**src/rtl/slowcal_pkg.sv**
```systemverilog
package slowcal_pkg;
  typedef enum logic [1:0] {
    CAL_IDLE = 2'd0,
    CAL_ARM  = 2'd1,
    CAL_RUN  = 2'd2
  } cal_state_e;
endpackage

```
**src/rtl/slowcal_src_mux.sv**
```systemverilog
module slowcal_src_mux #(
  parameter int NSRC  = 4,
  parameter int SEL_W = (NSRC > 1) ? $clog2(NSRC) : 1
) (
  input  logic [NSRC-1:0]  src_clk_i,
  input  logic [SEL_W-1:0] sel_i,
  output logic             sel_clk_o
);
  always_comb begin
    sel_clk_o = 1'b0;
    for (int i = 0; i < NSRC; i++) begin
      if (sel_i == SEL_W'(i)) sel_clk_o = src_clk_i[i];
    end
  end
endmodule

```
**src/rtl/slowcal_edge_sync.sv**
```systemverilog
module slowcal_edge_sync #(
  parameter int STAGES = 2
) (
  input  logic clk_i,
  input  logic rst_ni,
  input  logic async_i,
  output logic rise_o
);
  logic [STAGES:0] sh_q;

  always_ff @(posedge clk_i or negedge rst_ni) begin
    if (!rst_ni) sh_q <= '0;
    else         sh_q <= {sh_q[STAGES-1:0], async_i};
  end

  assign rise_o = sh_q[STAGES-1] & ~sh_q[STAGES];

  // A synchronized rise is a one-cycle pulse.
  assert_single_rise_R1: assert property (@(posedge clk_i) disable iff (!rst_ni)
    rise_o |=> !rise_o);
endmodule

```
**src/rtl/slowcal_window.sv**
```systemverilog
module slowcal_window
  import slowcal_pkg::*;
#(
  parameter int CNT_W = 25,
  parameter int PER_W = 15
) (
  input  logic             clk_i,
  input  logic             rst_ni,
  input  logic             slow_rise_i,
  input  logic             start_i,
  input  logic             cont_en_i,
  input  logic [PER_W-1:0] period_i,
  output logic             ready_o,
  output logic [CNT_W-1:0] result_o
);
  localparam logic [CNT_W-1:0] CNT_MAX = '1;
  localparam logic [CNT_W-1:0] CNT_ONE = CNT_W'(1);
  localparam logic [PER_W-1:0] PER_ONE = PER_W'(1);

  cal_state_e       state_q;
  logic             start_q;
  logic [CNT_W-1:0] cnt_q;
  logic [PER_W-1:0] scnt_q;
  logic [PER_W-1:0] n_q;
  logic             ready_q;
  logic [CNT_W-1:0] result_q;

  logic             start_rise;
  logic [CNT_W-1:0] cnt_inc;
  logic [PER_W-1:0] scnt_inc;
  logic             period_zero;

  assign start_rise  = start_i & ~start_q;
  assign cnt_inc     = (cnt_q == CNT_MAX) ? CNT_MAX : cnt_q + CNT_ONE;
  assign scnt_inc    = scnt_q + PER_ONE;
  assign period_zero = (period_i == '0);

  always_ff @(posedge clk_i or negedge rst_ni) begin
    if (!rst_ni) begin
      state_q  <= CAL_IDLE;
      start_q  <= 1'b0;
      cnt_q    <= '0;
      scnt_q   <= '0;
      n_q      <= '0;
      ready_q  <= 1'b0;
      result_q <= '0;
    end else begin
      start_q <= start_i;
      if (start_rise) begin
        state_q <= CAL_ARM;
        ready_q <= 1'b0;
      end else begin
        unique case (state_q)
          CAL_IDLE: if (cont_en_i) state_q <= CAL_ARM;
          CAL_ARM: begin
            if (slow_rise_i) begin
              if (period_zero) begin
                ready_q  <= 1'b1;
                result_q <= '0;
                state_q  <= cont_en_i ? CAL_ARM : CAL_IDLE;
              end else begin
                state_q <= CAL_RUN;
                cnt_q   <= '0;
                scnt_q  <= '0;
                n_q     <= period_i;
              end
            end
          end
          CAL_RUN: begin
            if (slow_rise_i) begin
              if (scnt_inc == n_q) begin
                result_q <= cnt_inc;
                ready_q  <= 1'b1;
                if (!cont_en_i) begin
                  state_q <= CAL_IDLE;
                end else if (period_zero) begin
                  state_q <= CAL_ARM;
                end else begin
                  cnt_q  <= '0;
                  scnt_q <= '0;
                  n_q    <= period_i;
                end
              end else begin
                scnt_q <= scnt_inc;
                cnt_q  <= cnt_inc;
              end
            end else begin
              cnt_q <= cnt_inc;
            end
          end
          default: state_q <= CAL_IDLE;
        endcase
      end
    end
  end

  assign ready_o  = ready_q;
  assign result_o = result_q;

  assert_ready_drop_R3: assert property (@(posedge clk_i) disable iff (!rst_ni)
    $rose(start_i) |=> !ready_o);

  assert_no_wrap_R8: assert property (@(posedge clk_i) disable iff (!rst_ni)
    (state_q == CAL_RUN && !slow_rise_i && !start_rise && cnt_q == CNT_MAX)
      |=> cnt_q == CNT_MAX);

  assert_result_with_ready_R1: assert property (@(posedge clk_i) disable iff (!rst_ni)
    !$stable(result_o) |-> ready_o);

  assert_zero_request_R5: assert property (@(posedge clk_i) disable iff (!rst_ni)
    (state_q == CAL_ARM && slow_rise_i && period_zero && !start_rise)
      |=> (ready_o && result_o == '0));
endmodule

```
**src/rtl/slowcal_meter.sv**
```systemverilog
module slowcal_meter #(
  parameter int NSRC        = 4,
  parameter int CNT_W       = 25,
  parameter int PER_W       = 15,
  parameter int SYNC_STAGES = 2,
  localparam int SEL_W      = (NSRC > 1) ? $clog2(NSRC) : 1
) (
  input  logic             clk_i,
  input  logic             rst_ni,
  input  logic [NSRC-1:0]  src_clk_i,
  input  logic [SEL_W-1:0] src_sel_i,
  input  logic [PER_W-1:0] period_i,
  input  logic             start_i,
  input  logic             cont_en_i,
  output logic             ready_o,
  output logic [CNT_W-1:0] result_o
);
  logic sel_clk;
  logic slow_rise;

  slowcal_src_mux #(.NSRC(NSRC), .SEL_W(SEL_W)) u_mux (
    .src_clk_i (src_clk_i),
    .sel_i     (src_sel_i),
    .sel_clk_o (sel_clk)
  );

  slowcal_edge_sync #(.STAGES(SYNC_STAGES)) u_sync (
    .clk_i   (clk_i),
    .rst_ni  (rst_ni),
    .async_i (sel_clk),
    .rise_o  (slow_rise)
  );

  slowcal_window #(.CNT_W(CNT_W), .PER_W(PER_W)) u_win (
    .clk_i       (clk_i),
    .rst_ni      (rst_ni),
    .slow_rise_i (slow_rise),
    .start_i     (start_i),
    .cont_en_i   (cont_en_i),
    .period_i    (period_i),
    .ready_o     (ready_o),
    .result_o    (result_o)
  );
endmodule

```
**config.mk**
```make
export PLATFORM = sky130hd
export DESIGN_NAME = slowcal_meter
export DESIGN_NICKNAME = d
export VERILOG_FILES = /design/src/rtl/slowcal_pkg.sv /design/src/rtl/slowcal_src_mux.sv /design/src/rtl/slowcal_edge_sync.sv /design/src/rtl/slowcal_window.sv /design/src/rtl/slowcal_meter.sv
export SDC_FILE = /design/constraint.sdc
export NUM_CORES = 1
export LEC_CHECK = 0
export ABC_CLOCK_PERIOD_IN_PS = 2900
export BUFFER_PORTS_ARGS = -buffer_cell sky130_fd_sc_hd__buf_4
export CORE_MARGIN = 10
export CORE_UTILIZATION = 54
export DETAILED_ROUTE_END_ITERATION = 6
export GPL_ROUTABILITY_DRIVEN = 0
export HOLD_SLACK_MARGIN = 0.1
export PLACE_DENSITY = 0.77
export SYNTH_ARGS = -nofsm -noshare
export SYNTH_HDL_FRONTEND = slang
export SYNTH_HIERARCHICAL = 1
export SYNTH_SLANG_ARGS = --single-unit
```
**constraint.sdc**
```tcl
create_clock -name clk_i -period 2.9 [get_ports clk_i]
set_clock_uncertainty 0.05 [all_clocks]
set_input_delay 0.29 -clock clk_i [delete_from_list [all_inputs] [get_ports clk_i]]
set_output_delay 0.29 -clock clk_i [all_outputs]
set_load 0.02 [all_outputs]
```
==> impl_metrics.ini, run 1 <==
[floorplanning]
core_mm2 = 0.00911
fp.dieW_um = 116
io_pins = 51
die_area_mm2 = 0.0135
start_util_pct = 54.8
rows = 35
die_y_um = 116

[yosys]
synth_edf_count = 0
synth_async_sr_flop_share_pct = 100
synthFlopType = dfrtp_1
syn_area_mm2 = 0.00499
yosysTopAreaCellShare_pct = 43.6
syn_avg_cell_area_um2 = 9.38
synth.distinct_cells = 65
ys_ff_latch = 87
post-synth-top-count-cell = dfrtp_1
synth-seq-area-share_pct = 43.6
netlist_top_cells_count = dfrtp_1 (87), o21ai_0 (71), nand2_1 (70)
yosys_warnings = 6
synthCells = 532
synth_nets = 563
synth_area_leader_cell = dfrtp_1
synthTopCellsByArea = dfrtp_1 (44%), o21ai_0 (7.1%), nand2_1 (5.3%)

[grt]
antenna_found_initial = 0
grt.overflow.total = 0
grt.met1_usage_pct = 24.5
grtUsageMet3_pct = 4.01
grt_use_total_pct = 18.7
grt_pass1_wl_mm = 20.5
grt_busiest_layer = met2
grt_start_max_net_pins = 48
grt_pass1_vias = 4195
use_met2_pct = 30.8

[drt]
vias = 4371
ant_nets = 0
drt_iter0_drc = 419
via_per_inst = 6.04
wl_mm = 12.7
routedWlPerCell_um = 17.6
drc_errors = 0
drt_first_pass_iters = 5

[clock_network]
cts_root_buf = clkbuf_8
cts_buffers = 9
clockBufferDepth = 2
clkTransAtPathRegs_ps = 100
cts.sinks = 87
cts_tree = done
cts_max_level = 3
insertion_delay_ps = 360

[worst_hold_path]
hold_path_startpoint = period_i[7]
hold_class = in -> reg

[placed_design]
place_hpwl_mm = 8.94
port-buffer-count = 50
dpl-instance-area_mm2 = 0.00567

[sta]
setup-tns-final_ps = -585
rsz0062_at_grt = yes
fin_crit_ps = 2950
hold_viol_final = 0
drv_slew = 0
relSlewSlack_pct = 51.8
min_period_over_period_pct = 102
max_freq_ghz = 0.339
whs_ps = 112
final.setup.worst_slack_ps = -50.4
finalSetupViolations = 16
tightest_slew_ps = 722

[layout]
drive_gt1_share_pct = 28.5
area_delta_synth_final_pct = 22.8
fin_nets = 639
finish.instance_area_mm2 = 0.00613
diodes = 0

[power]
p_per_area_mw_per_mm2 = 628
finalPower_mw = 3.85
peakVddDrop_v = 0.000454
p_leak_nw = 2.75

[critical_path]
startpoint = u_win/scnt_q[6]
cp_data_arrival_time_ps = 3150
critPathMaxFanout = 8
worstReg2RegStart = u_win/scnt_q[6]
required_ps = 3100
end_kind = flip-flop
startpoint_type = flip-flop
crit_type = reg -> reg

[status]
status = finished, violations left
violations = negative setup slack

[run]
cap_violations = 0
==> layout make-up <==
class,count,area (um^2)
Fill cell,713,2980
Multi-Input combinational cell,403,2800
Sequential cell,87,2190
Timing Repair Buffer,96,777
Tap cell,111,139
Clock buffer,9,124
Clock inverter,7,63.8
Inverter,11,41.3
==> final timing paths <==
kind	cells after the start	endpoint	slack [ps]
max	8	u_win/n_q[10]	-50
min	2	u_win/n_q[7]	110
max reg2reg	8	u_win/n_q[10]	-50
min reg2reg	0	u_sync/sh_q[1]	320
max in group asynchronous	3	u_win/scnt_q[7]	1640
min in group asynchronous	2	u_win/result_o[20]	420
==> layout by cell type, fill, tap and decap left out, types with 5 or more instances in the layout <==
master / synthesis / final
and2_1: 6 / 6
a22o_1: 16 / 16
xnor2_1: 21 / 19
nand4_1: 10 / 10
inv_1: 11 / 11
buf_4: 0 / 86
and4_1: 7 / 7
nand2_1: 70 / 70
and3_1: 12 / 11
dfrtp_1: 87 / 80
nor3_1: 18 / 16
ha_1: 6 / 5
nor2_1: 22 / 21
clkbuf_8: 0 / 9
nand3_1: 22 / 21
xor2_1: 15 / 14
dfrtp_2: 0 / 7
nand2b_1: 8 / 8
mux2_2: 18 / 11
o21ai_0: 71 / 67
a21o_1: 5 / 5
a21oi_1: 8 / 6
buf_6: 3 / 5
mux2_4: 0 / 8
==> power breakdown <==
part	internal, mW	total [mW]	switching, mW	leakage (nW)
clock	0.333	0.824	0.492	0.0907
sequential	1.36	1.51	0.147	1.16
combinational	0.725	1.52	0.791	1.50
total	2.42	3.85	1.43	2.75
==> per-layer routing <==
metal / routed length (um) / up-vias
met2: 6100 / 158
met1: 5590 / 2116
met5: 0 / -
met3: 835 / 20
li1: - / 2077
met4: 196 / 0
==> kinds of logic (layout without fill, tap and decap cells) <==
kind of cell	after synthesis	in the layout	synth area share, %
compound gates	134	134	17.8
xor+xnor	36	36	6.32
fa+ha+maj	6	6	1.50
buf+inv	43	123	3.89
flops	87	87	43.6
mux	22	22	5.14
simple gates	204	205	21.7
==> through the flow <==
stage,utilization (%),instances,setup slack (ps)
final,67.3,724,-50.4
after floorplan,-,532,-7.33
after global routing,67.3,724,-133
after CTS,65.1,717,7.11
after detailed placement,62.3,697,-69.7
after global placement,62.3,697,24.7
==> registers in the layout, summed over array words and instances (netlist names) <==
| signal | flops |
|---|---|
| u_win/ready_o | 1 |
| u_win/result_o | 25 |
| u_sync/sh_q | 3 |
| u_win/cnt_q | 25 |
| u_win/scnt_q | 15 |
| u_win/n_q | 15 |
| u_win/state_q | 2 |
| u_win/start_q | 1 |
==> worst max-delay path, cell delays in order, from the launching register on <==
cell and delay (ps):
dfrtp_2 460, nand4_4 140, nor4_4 320, o211ai_1 170, a2111o_1 470, or3_4 380, o21ai_4 170, and3_4 310
mux2_2 350
==> timing repair <==
action | CTS | global route
setup endpoints to repair | 52 | 73
pin swaps | 0 | 11
setup buffers | 1 | 7
hold buffers | 2 | 0
cloned | 1 | 0
endpoints found under the hold margin | 46 | 0
resized for setup | 11 | 37
(Power assumes the default switching activity.)
==> inputs of run 2 (changes only) <==
Settings changed: CORE_MARGIN 10 to 2, SKIP_LAST_GASP from default to 1.
==> impl_metrics.ini, run 2 (same netlist as run 1, synthesis figures left out) <==
[layout]
area_delta_synth_final_pct = 27.8
fin_nets = 645
drive_gt1_share_pct = 30.7
fillerInstances = 661
register_area_mm2 = 0.00218
final_common_cell = buf_4
diodes = 0
fin_cells = 730
multi_input_area_mm2 = 0.00286
final_util_pct = 70.0
most-common-layout-cells = buf_4 (87), dfrtp_1 (81), nand2_1 (63), o21ai_0 (61), nor2_1 (21)

[placed_design]
place_hpwl_mm = 8.55
dpl.cell_count = 696
port-buffer-count = 50

[critical_path]
critPathMaxFanout = 8
path_common_cell = nand4_1
slowest_stage = or4_1
cp_data_arrival_time_ps = 3170
critPathMaxStageDelay_ps = 500
crit_type = reg -> reg
end_kind = flip-flop
startpoint_type = flip-flop
required_ps = 3100
crit_chain = nand3_4 > buf_6 > or4_1 > nand4_1 > nand4_1 > or3_4 > o21ai_4 > and3_4 > mux2_2

[sta]
finalSetupViolations = 36
fin_crit_ps = 2970
drv_slew = 0
tightest_slew_ps = 1080
final.setup.worst_slack_ps = -72.5
hold_viol_final = 0
min_period_over_period_pct = 102
max_freq_ghz = 0.336
rsz0062_at_grt = yes
setup-tns-final_ps = -1530
relSlewSlack_pct = 27.8

[floorplanning]
rows = 35
core_mm2 = 0.00911
die_area_mm2 = 0.0100
fp.dieW_um = 100
start_util_pct = 54.8
io_pins = 51
die_y_um = 100

[grt]
antenna_found_initial = 0
grtUsageMet3_pct = 5.50
use_met2_pct = 40.7
grt_busiest_layer = met2
grt.met1_usage_pct = 35.6
grt_pass1_vias = 4169
grt_use_total_pct = 25.7
grt_pass1_wl_mm = 20.4
grt.overflow.total = 0
grt_start_max_net_pins = 88

[run]
cap_violations = 0

[power]
pwr-share-seq_pct = 34.5
p_per_area_mw_per_mm2 = 687
p_int_mw = 2.83
swShare_pct = 35.4
peakVddDrop_v = 0.000565
switching_power_mw = 1.55
comb_power_share_pct = 41.5
power.clock.fraction_pct = 24.1
finalPower_mw = 4.38
p_leak_nw = 2.87

[drt]
drc_errors = 0
wl_mm = 13.7
drt_first_pass_iters = 5
vias = 4605
routedWlPerCell_um = 18.8
drt_iter0_drc = 416
ant_nets = 0
via_per_inst = 6.31

[clock_network]
clkTransAtPathRegs_ps = 90
clockBufferDepth = 2
cts_root_buf = clkbuf_8
cts.sinks = 87
cts_tree = done
insertion_delay_ps = 370
cts_max_level = 3
cts_buffers = 9

[worst_hold_path]
hold_class = in -> async

[status]
status = finished, violations left
violations = negative setup slack
-- run 2: what timing repair did --
action | in CTS | in global routing
setup endpoints to repair | 45 | 79
cloned | 1 | 7
hold buffers | 1 | 0
endpoints found under the hold margin | 1 | 0
pin swaps | 0 | 6
resized for setup | 16 | 54
buffers inserted | 4 | 5
-- run 2: cell type report --
type | instances | share of cell area (%)
multi-input cells | 404 | 44.8
flip-flops and latches | 87 | 34.3
repair buffers | 101 | 14.2
well taps | 111 | 2.18
clock inverters | 7 | 1.98
clock buffers | 9 | 1.94
inverters | 11 | 0.648
-- run 2: power by group through the flow --
stage	sequential, mW	combinational, mW	clock [mW]
3_5_place_dp	1.52	1.28	0
4_1_cts	1.50	1.40	1.07
3_3_place_gp	1.51	1.23	0
5_1_grt	1.53	1.92	1.12
2_1_floorplan	1.49	0.937	0
6_report	1.51	1.82	1.05
-- run 2: per-stage QoR --
stage / hold WS [ps] / worst slack, ps / instance area, um^2
3_5_place_dp: 293 / -60.9 / 5650
2_1_floorplan: -55.6 / -7.33 / 5020
5_1_grt: 96.9 / -168 / 6380
3_3_place_gp: 291 / 37.7 / 5650
4_1_cts: 101 / -29.3 / 6020
6_report: 55.5 / -72.5 / 6380
-- run 2: final timing paths --
| kind | to | start | slack (ps) | cells after the start |
|---|---|---|---|---|
| setup / recovery | u_win/n_q[13] | u_win/scnt_q[1] | -70 | 9 |
| hold / removal | u_win/result_o[17] | rst_ni | 60 | 1 |
| setup reg to reg | u_win/n_q[13] | u_win/scnt_q[1] | -70 | 9 |
| hold reg to reg | u_sync/sh_q[1] | u_sync/sh_q[0] | 310 | 0 |
| max in group asynchronous | u_win/scnt_q[6] | rst_ni | 1980 | 1 |
| min in group clk_i | u_win/n_q[14] | period_i[14] | 110 | 2 |
-- run 2: metal layers --
metal  up-vias  wire length [um]
li1       2094                 -
met1      2266              5820
met2       223              6700
met3        22               940
met4         0               250
met5         -                 0
-- run 2: critical path, delay by kind of cell, from the launching register on --
kind,cells,cell delay (ps)
AND/OR/NAND/NOR,6,1690
flip-flops,1,440
AO/OA/AOI/OAI,1,170
multiplexers,1,350
buffers and inverters,1,140
